[config.mk]
export PLATFORM = sky130hd
export DESIGN_NAME = tdm_slot_mapper
export DESIGN_NICKNAME = d
export VERILOG_FILES = /design/src/rtl/tdm_map_pkg.sv /design/src/rtl/tdm_cfg_regs.sv /design/src/rtl/tdm_bit_counter.sv /design/src/rtl/tdm_slot_decode.sv /design/src/rtl/tdm_slot_mapper.sv
export SDC_FILE = /design/constraint.sdc
export NUM_CORES = 1
export LEC_CHECK = 0
export BUFFER_PORTS_ARGS = -buffer_cell sky130_fd_sc_hd__buf_2
export CAP_MARGIN = 20
export CORE_MARGIN = 3
export CORE_UTILIZATION = 28
export CTS_CLUSTER_DIAMETER = 30
export DETAILED_ROUTE_END_ITERATION = 16
export SLEW_MARGIN = 20
export SYNTH_ARGS = -nofsm -noshare
export SYNTH_HDL_FRONTEND = slang
export SYNTH_HIERARCHICAL = 1
export SYNTH_SLANG_ARGS = --single-unit
[constraint.sdc]
create_clock -name clk_i -period 7.15 [get_ports clk_i]
set_clock_uncertainty 0.05 [all_clocks]
set_input_delay 1.0725 -clock clk_i [delete_from_list [all_inputs] [get_ports clk_i]]
set_output_delay 1.0725 -clock clk_i [all_outputs]
set_load 0.05 [all_outputs]
[src/rtl/tdm_map_pkg.sv]
package tdm_map_pkg;
  typedef enum logic [1:0] {
    CH_UNASS = 2'd0,
    CH_HDLC  = 2'd1,
    CH_V56   = 2'd2,
    CH_V64   = 2'd3
  } ch_type_e;

  typedef enum logic [1:0] {
    DRV_LOW  = 2'd0,
    DRV_HIGH = 2'd1,
    DRV_HIZ  = 2'd2,
    DRV_HIZ2 = 2'd3
  } drv_mode_e;

  typedef struct packed {
    logic      v56_bit0;
    drv_mode_e v56_drv;
    drv_mode_e unass_drv;
    logic      fbit_en;
    logic      sample_rise;
    logic      fs_high;
  } ctrl_t;

  localparam int ADDR_FRAME = 0;
  localparam int ADDR_CTRL  = 1;
  localparam int ADDR_LUT0  = 2;
  localparam int LUT_PER_WORD = 16;
endpackage

[src/rtl/tdm_cfg_regs.sv]
module tdm_cfg_regs
  import tdm_map_pkg::*;
#(
  parameter int CNT_W     = 16,
  parameter int MAX_SLOTS = 32,
  parameter int AW        = 2
) (
  input  logic                   clk_i,
  input  logic                   rst_ni,
  input  logic                   wr_en_i,
  input  logic [AW-1:0]          wr_addr_i,
  input  logic [31:0]            wr_data_i,
  input  logic                   apply_i,
  output logic [CNT_W-1:0]       offset_o,
  output logic [CNT_W-1:0]       size_m1_o,
  output ctrl_t                  ctrl_o,
  output logic [2*MAX_SLOTS-1:0] lut_act_o
);
  localparam int LUT_WORDS = MAX_SLOTS / LUT_PER_WORD;
  localparam logic [CNT_W-1:0] SIZE_RST = CNT_W'(MAX_SLOTS * 8 - 1);

  logic [2*MAX_SLOTS-1:0] lut_sh_q;

  always_ff @(posedge clk_i or negedge rst_ni) begin
    if (!rst_ni) begin
      offset_o  <= '0;
      size_m1_o <= SIZE_RST;
      ctrl_o    <= '0;
    end else if (wr_en_i) begin
      if (wr_addr_i == AW'(ADDR_FRAME)) begin
        offset_o  <= wr_data_i[16 +: CNT_W];
        size_m1_o <= wr_data_i[CNT_W-1:0];
      end
      if (wr_addr_i == AW'(ADDR_CTRL)) ctrl_o <= ctrl_t'(wr_data_i[7:0]);
    end
  end

  for (genvar w = 0; w < LUT_WORDS; w++) begin : g_word
    always_ff @(posedge clk_i or negedge rst_ni) begin
      if (!rst_ni) begin
        lut_sh_q[32*w +: 32]  <= '0;
        lut_act_o[32*w +: 32] <= '0;
      end else begin
        if (wr_en_i && wr_addr_i == AW'(ADDR_LUT0 + w))
          lut_sh_q[32*w +: 32] <= wr_data_i;
        if (apply_i)
          lut_act_o[32*w +: 32] <= lut_sh_q[32*w +: 32];
      end
    end
  end

  assert_lut_hold_R7: assert property (@(posedge clk_i) disable iff (!rst_ni)
    !apply_i |=> $stable(lut_act_o));
endmodule

[src/rtl/tdm_bit_counter.sv]
module tdm_bit_counter #(
  parameter int CNT_W = 16
) (
  input  logic             clk_i,
  input  logic             rst_ni,
  input  logic             bclk_i,
  input  logic             fsync_i,
  input  logic             fs_high_i,
  input  logic             sample_rise_i,
  input  logic [CNT_W-1:0] offset_i,
  input  logic [CNT_W-1:0] size_m1_i,
  output logic [CNT_W-1:0] cnt_o,
  output logic             resync_o,
  output logic             apply_o
);
  logic             bclk_q;
  logic             tick, fs_act;
  logic [CNT_W-1:0] succ, nxt;

  assign tick   = sample_rise_i ? (bclk_i & ~bclk_q) : (~bclk_i & bclk_q);
  assign fs_act = ~(fsync_i ^ fs_high_i);
  assign succ   = (cnt_o >= size_m1_i) ? '0 : cnt_o + 1'b1;
  assign nxt    = fs_act ? offset_i : succ;
  // frame boundary: the edge that takes the counter to 0
  assign apply_o = tick && (nxt == '0);

  always_ff @(posedge clk_i or negedge rst_ni) begin
    if (!rst_ni) begin
      bclk_q   <= 1'b0;
      cnt_o    <= '0;
      resync_o <= 1'b0;
    end else begin
      bclk_q   <= bclk_i;
      resync_o <= tick && fs_act && (offset_i != succ);
      if (tick) cnt_o <= nxt;
    end
  end

  assert_cnt_hold_R2: assert property (@(posedge clk_i) disable iff (!rst_ni)
    !tick |=> $stable(cnt_o));
  assert_cnt_wrap_R2: assert property (@(posedge clk_i) disable iff (!rst_ni)
    (tick && !fs_act && cnt_o >= size_m1_i) |=> (cnt_o == '0));
  assert_fs_load_R3: assert property (@(posedge clk_i) disable iff (!rst_ni)
    (tick && fs_act) |=> (cnt_o == $past(offset_i)));
  assert_resync_src_R4: assert property (@(posedge clk_i) disable iff (!rst_ni)
    resync_o |-> $past(tick && fs_act));
endmodule

[src/rtl/tdm_slot_decode.sv]
module tdm_slot_decode
  import tdm_map_pkg::*;
#(
  parameter int CNT_W     = 16,
  parameter int MAX_SLOTS = 32
) (
  input  logic                   clk_i,
  input  logic                   rst_ni,
  input  logic [CNT_W-1:0]       cnt_i,
  input  ctrl_t                  ctrl_i,
  input  logic [2*MAX_SLOTS-1:0] lut_i,
  output logic                   fbit_o,
  output logic [CNT_W-4:0]       slot_o,
  output logic [2:0]             slot_bit_o,
  output logic                   hdlc_o,
  output logic                   v56_o,
  output logic                   v64_o,
  output logic                   unass_o,
  output logic                   idle_bit_o,
  output logic                   tx_en_o,
  output logic                   tx_force_o,
  output logic                   tx_val_o
);
  localparam int SW = $clog2(MAX_SLOTS);
  localparam int PW = CNT_W - 3;

  logic [CNT_W-1:0] pos;
  logic [PW-1:0]    slot;
  logic             in_range;
  ch_type_e         ty;
  drv_mode_e        mode;
  logic             forced;

  always_comb begin
    fbit_o = ctrl_i.fbit_en && (cnt_i == '0);
    pos    = fbit_o ? '0 : cnt_i - CNT_W'(ctrl_i.fbit_en);
    slot   = pos[CNT_W-1:3];
    slot_o = slot;
    slot_bit_o = pos[2:0];
    in_range = slot < PW'(MAX_SLOTS);
    ty = CH_UNASS;
    if (in_range) ty = ch_type_e'(lut_i[{slot[SW-1:0], 1'b0} +: 2]);
    hdlc_o  = !fbit_o && ty == CH_HDLC;
    v56_o   = !fbit_o && ty == CH_V56;
    v64_o   = !fbit_o && ty == CH_V64;
    unass_o = !fbit_o && ty == CH_UNASS;
    idle_bit_o = v56_o && (slot_bit_o == (ctrl_i.v56_bit0 ? 3'd0 : 3'd7));
    forced = unass_o || idle_bit_o;
    mode   = unass_o ? ctrl_i.unass_drv : ctrl_i.v56_drv;
    tx_en_o    = !(forced && mode[1]);
    tx_force_o = forced && !mode[1];
    tx_val_o   = forced && (mode == DRV_HIGH);
  end

  assert_one_kind_R6: assert property (@(posedge clk_i) disable iff (!rst_ni)
    $onehot0({fbit_o, hdlc_o, v56_o, v64_o, unass_o}));
  assert_float_src_R8: assert property (@(posedge clk_i) disable iff (!rst_ni)
    !tx_en_o |-> (unass_o || idle_bit_o));
  assert_idle_in56_R9: assert property (@(posedge clk_i) disable iff (!rst_ni)
    idle_bit_o |-> (v56_o && !tx_val_o || v56_o));
  assert_fbit_data_R5: assert property (@(posedge clk_i) disable iff (!rst_ni)
    fbit_o |-> (tx_en_o && !tx_force_o));
endmodule

[src/rtl/tdm_slot_mapper.sv]
module tdm_slot_mapper
  import tdm_map_pkg::*;
#(
  parameter int CNT_W     = 16,
  parameter int MAX_SLOTS = 32,
  localparam int AW = $clog2(MAX_SLOTS / LUT_PER_WORD + ADDR_LUT0)
) (
  input  logic             clk_i,
  input  logic             rst_ni,
  input  logic             wr_en_i,
  input  logic [AW-1:0]    wr_addr_i,
  input  logic [31:0]      wr_data_i,
  input  logic             bclk_i,
  input  logic             fsync_i,
  output logic [CNT_W-1:0] cnt_o,
  output logic             resync_o,
  output logic             fbit_o,
  output logic [CNT_W-4:0] slot_o,
  output logic [2:0]       slot_bit_o,
  output logic             hdlc_o,
  output logic             v56_o,
  output logic             v64_o,
  output logic             unass_o,
  output logic             idle_bit_o,
  output logic             tx_en_o,
  output logic             tx_force_o,
  output logic             tx_val_o
);
  logic [CNT_W-1:0]       offset, size_m1;
  ctrl_t                  ctrl;
  logic [2*MAX_SLOTS-1:0] lut_act;
  logic                   apply;

  tdm_cfg_regs #(.CNT_W(CNT_W), .MAX_SLOTS(MAX_SLOTS), .AW(AW)) u_cfg (
    .clk_i, .rst_ni, .wr_en_i, .wr_addr_i, .wr_data_i,
    .apply_i(apply), .offset_o(offset), .size_m1_o(size_m1),
    .ctrl_o(ctrl), .lut_act_o(lut_act)
  );

  tdm_bit_counter #(.CNT_W(CNT_W)) u_cnt (
    .clk_i, .rst_ni, .bclk_i, .fsync_i,
    .fs_high_i(ctrl.fs_high), .sample_rise_i(ctrl.sample_rise),
    .offset_i(offset), .size_m1_i(size_m1),
    .cnt_o, .resync_o, .apply_o(apply)
  );

  tdm_slot_decode #(.CNT_W(CNT_W), .MAX_SLOTS(MAX_SLOTS)) u_dec (
    .clk_i, .rst_ni, .cnt_i(cnt_o), .ctrl_i(ctrl), .lut_i(lut_act),
    .fbit_o, .slot_o, .slot_bit_o, .hdlc_o, .v56_o, .v64_o, .unass_o,
    .idle_bit_o, .tx_en_o, .tx_force_o, .tx_val_o
  );
endmodule

==> flow_summary_export.csv <==
group,metric,value,unit
status,outcome,"finished, final reports clean",
worst_setup_path,cp_slowest_cell,"sky130_fd_sc_hd__nor4_1",
sta,timing.final.crit_period,5650,ps
cts,htree_levels,4,
logic_synthesis,number_of_synthesized_flops_with_an_enable_pin,0,
cts,hold_buffers,0,
worst_setup_path,worst-setup-path-type,"register to primary output",
route,drtIter0Drc,636,
logic_synthesis,synthesis.yosys.warnings,6,
die,row_count,67,
sta,final_critical_path_setup_slack,1500,ps
place,routability_congestion_estimate_from_global_placement,0.8770,
sta,finalSetupViolCount,0,
power,static-leakage-power,4.712,nW
worst_setup_path,worst_path_largest_cell_delay,680,ps
cts,tritoncts,"built",
sta,max_slew_margin,0.4262,
logic_synthesis,synth_async_sr_flop_share,1.000,
global_routing,grt_use_total,0.1508,
logic_synthesis,yosys_register_bits,186,
worst_setup_path,worstSetupStartpointType,"register",
route,met3WireLength,1959,um
route,residual_antenna_violating_net_count_after_detailed_routing,0,
power,max-vdd-ir-drop,0.1754,mV
cts,clkLatencyLatePin,440,ps
layout,seq_area,4664,sq um
worst_setup_path,worst_ep_arrival_time,4530,ps
die,floorplan.core_area,34040,sq um
cts,post_cts_setup_inserts,0,
logic_synthesis,synth_area,9807,sq um
global_routing,grt_antenna_before_repair,8,
logic_synthesis,synthMostInstantiatedCell,"sky130_fd_sc_hd__dfrtp_1",
min_path,min_path_type,"register to register",
layout,multi_input_area,4825,sq um
logic_synthesis,post_synth_main_area_contributors,"sky130_fd_sc_hd__dfrtp_1 45%, sky130_fd_sc_hd__mux2_2 20%, sky130_fd_sc_hd__ha_1 2.4%",
worst_setup_path,path_max_fanout,17,
sta,slew_viol_final,0,
die,num_io_pins,81,
route,wire_per_inst,20.44,um
logic_synthesis,netlist-cell-type-count,82,
route,via_count_of_the_routed_design,7209,
sta,worst_pin_slew,858.3,ps
route,met2WireLength,13140,um
layout,final_design_area_no_fill,11300,sq um
logic_synthesis,mappedNetlistNets,893,
worst_setup_path,critical_path.n_buffers_inverters,2,
route,drt-total-wl,27960,um
cts,cts.repair.resized,0,
global_routing,globalRoute.totalOverflow,0,
run,max_cap_viol_count,0,
place,pre_cts_ws,2077,ps
logic_synthesis,synth_cell_count_leaders,"178 x sky130_fd_sc_hd__dfrtp_1, 173 x sky130_fd_sc_hd__mux2_2, 37 x sky130_fd_sc_hd__nand2_1, 35 x sky130_fd_sc_hd__inv_1, 35 x sky130_fd_sc_hd__nor2_1",
place,placement.cell_area,10650,sq um
worst_setup_path,crit_chain,"nor4_1 -> and3b_1 -> nand2_1 -> inv_1 -> nor3_1 -> a221o_1 -> a211o_1 -> a31oi_4 -> nor3b_2 -> buf_2",
sta,fmaxAchievable,177.0,MHz
cts,clk_transition_reported_paths,70,ps
logic_synthesis,synth_top_area_share,0.4542,
worst_setup_path,crit_required,6030,ps
cts,inserted_clock_buffers,17,
sta,final_min_period_over_clock_period,0.7902,
logic_synthesis,synthesis.area_per_instance,11.74,sq um
power,power_dens_cells,435.1,nW/um^2
layout,synthesis_to_finish_area_growth,15.26,%
cts,sink_count,186,
route,dr.pass1.iters,5,
global_routing,number_of_global_route_vias_before_repair,6993,
worst_setup_path,timing.critical_path.to_type,"primary output",
layout,n_fill_cell,3467,
die,die_height,193.2,um
place,buffer_ports.inserted,80,
global_routing,grt_max_degree,107,
route,dr.max_layer_used,"met5",
layout,drive_above_1_share,0.3591,
route,detail_route.wirelength.met1,12480,um
sta,tns,0,ps
layout,finalNonFillerCells,1368,
cts,clk_root_buffer_cell,"sky130_fd_sc_hd__clkbuf_16",
logic_synthesis,synth.largest_area_cell,"sky130_fd_sc_hd__dfrtp_1",
layout,finish.net_count,964,
logic_synthesis,seq_total_area_yosys,0.4756,
place,placedCellCount,1334,
power,post-layout-total-power,4.918,mW
worst_setup_path,critical-path-top-delay-family,"simple AND/OR/NAND/NOR gates",
place,hpwl,20060,um
die,fp.dieArea,37310,sq um
cts,cts_max_path_buffers,2,
route,post_drt_via_cell_ratio,5.270,
die,initial_core_util,0.2881,
logic_synthesis,yosys_most_used_dff,"sky130_fd_sc_hd__dfrtp_1",
logic_synthesis,syn_inst,835,
global_routing,grt_pass1_wl,42690,um
route,route.detailed.drc,0,
sta,final_count_of_hold_timing_violations,0,
sta,grt_setup_unrepaired,"no",
die,fp.dieW,193.2,um
## power by group
group	switching [mW]	total, mW	internal [mW]
clock	0.462	0.975	0.513
sequential	0.401	1.78	1.38
combinational	1.34	2.16	0.824
## worst reg2reg max path, cell delays in order (launching register included)
cell and delay [ps]:
sky130_fd_sc_hd__dfrtp_1 610, sky130_fd_sc_hd__ha_1 440, sky130_fd_sc_hd__nand4_1 120, sky130_fd_sc_hd__or3_1 350
sky130_fd_sc_hd__o32a_1 380, sky130_fd_sc_hd__nand3_1 650, sky130_fd_sc_hd__o21ai_0 370, sky130_fd_sc_hd__a21oi_4 690
sky130_fd_sc_hd__buf_4 630, sky130_fd_sc_hd__mux2_2 460
## layout by cell type, fill, tap and decap left out, drive strengths merged, types with 6 or more instances in the layout
cell | Yosys | final
dfstp | 8 | 8
buf | 29 | 87
and3 | 8 | 8
nand3b | 6 | 6
xnor2 | 24 | 24
o21a | 6 | 6
mux2 | 176 | 176
a31oi | 10 | 10
xor2 | 12 | 12
nand3 | 19 | 19
o32a | 9 | 9
and2 | 9 | 9
nor4 | 14 | 14
ha | 19 | 19
a21oi | 30 | 30
inv | 36 | 42
clkbuf | 7 | 19
a221oi | 11 | 11
nand4 | 17 | 17
nor3 | 19 | 19
nand2 | 37 | 37
mux2i | 6 | 6
a22oi | 6 | 6
o21ai | 31 | 31
dfrtp | 178 | 178
nor2 | 35 | 35
## metal layers
| layer | vias up | global-route usage |
|---|---|---|
| met4 | 10 | 0.03004 |
| met5 | - | 0 |
| met2 | 240 | 0.2414 |
| li1 | 3245 | - |
| met3 | 34 | 0.04321 |
| met1 | 3680 | 0.2051 |
## sequential cells by signal (all words and copies together) (netlist names)
name             count
u_cfg/lut_sh_q      64
u_cfg/ctrl_o         8
u_cnt/bclk_q         1
u_cnt/resync_o       1
u_cfg/lut_act_o     64
u_cfg/size_m1_o     16
u_cfg/offset_o      16
u_cnt/cnt_o         16
## layout make-up
class | count | share of cell area
sequential | 186 | 0.4127
inverter | 36 | 0.01195
multi-input combinational | 577 | 0.4268
clock buffer | 18 | 0.03885
timing repair buffer | 88 | 0.04361
antenna | 1 | 0.0002214
tap | 448 | 0.04959
clock inverter | 14 | 0.01627
## path summary, 6_finish.rpt
path	slack (ps)	endpoint	from	cells after the start
worst min-delay path	450	u_cfg/lut_act_o[9]$_DFFE_PN0P_	u_cfg/lut_sh_q[9]$_DFFE_PN0P_	1
worst max-delay path	1500	idle_bit_o	u_cnt/cnt_o[10]$_DFFE_PN0P_	10
min in group asynchronous	690	u_cfg/lut_act_o[14]$_DFFE_PN0P_	rst_ni	1
max in group asynchronous	5090	u_cfg/offset_o[1]$_DFFE_PN0P_	rst_ni	2
worst min register to register	450	u_cfg/lut_act_o[9]$_DFFE_PN0P_	u_cfg/lut_sh_q[9]$_DFFE_PN0P_	1
worst max register to register	2290	u_cfg/lut_act_o[36]$_DFFE_PN0P_	u_cnt/cnt_o[9]$_DFFE_PN0P_	9
## per-stage QoR
| stage | util | hold slack [ps] |
|---|---|---|
| after floorplan | - | 422.1 |
| after global placement | 0.3128 | 431.2 |
| after detailed placement | 0.3128 | 436.1 |
| after CTS | 0.3311 | 451.5 |
| after global routing | 0.3320 | 465.2 |
| final | 0.3321 | 452.9 |
## kinds of logic (layout without fill, tap and decap cells)
kind of cell / Yosys count / in the layout / share of synthesized area
AND/OR/NAND/NOR: 197 / 197 / 0.1150
buffers and inverters: 72 / 156 / 0.03547
AO/OA/AOI/OAI: 142 / 142 / 0.1047
XOR/XNOR: 36 / 36 / 0.03445
flip-flops: 186 / 186 / 0.4756
other: 0 / 1 / 0
multiplexers: 183 / 183 / 0.2105
adder cells (fa/ha/maj): 19 / 19 / 0.02424
Note: power is estimated with default switching activity, not from simulation.
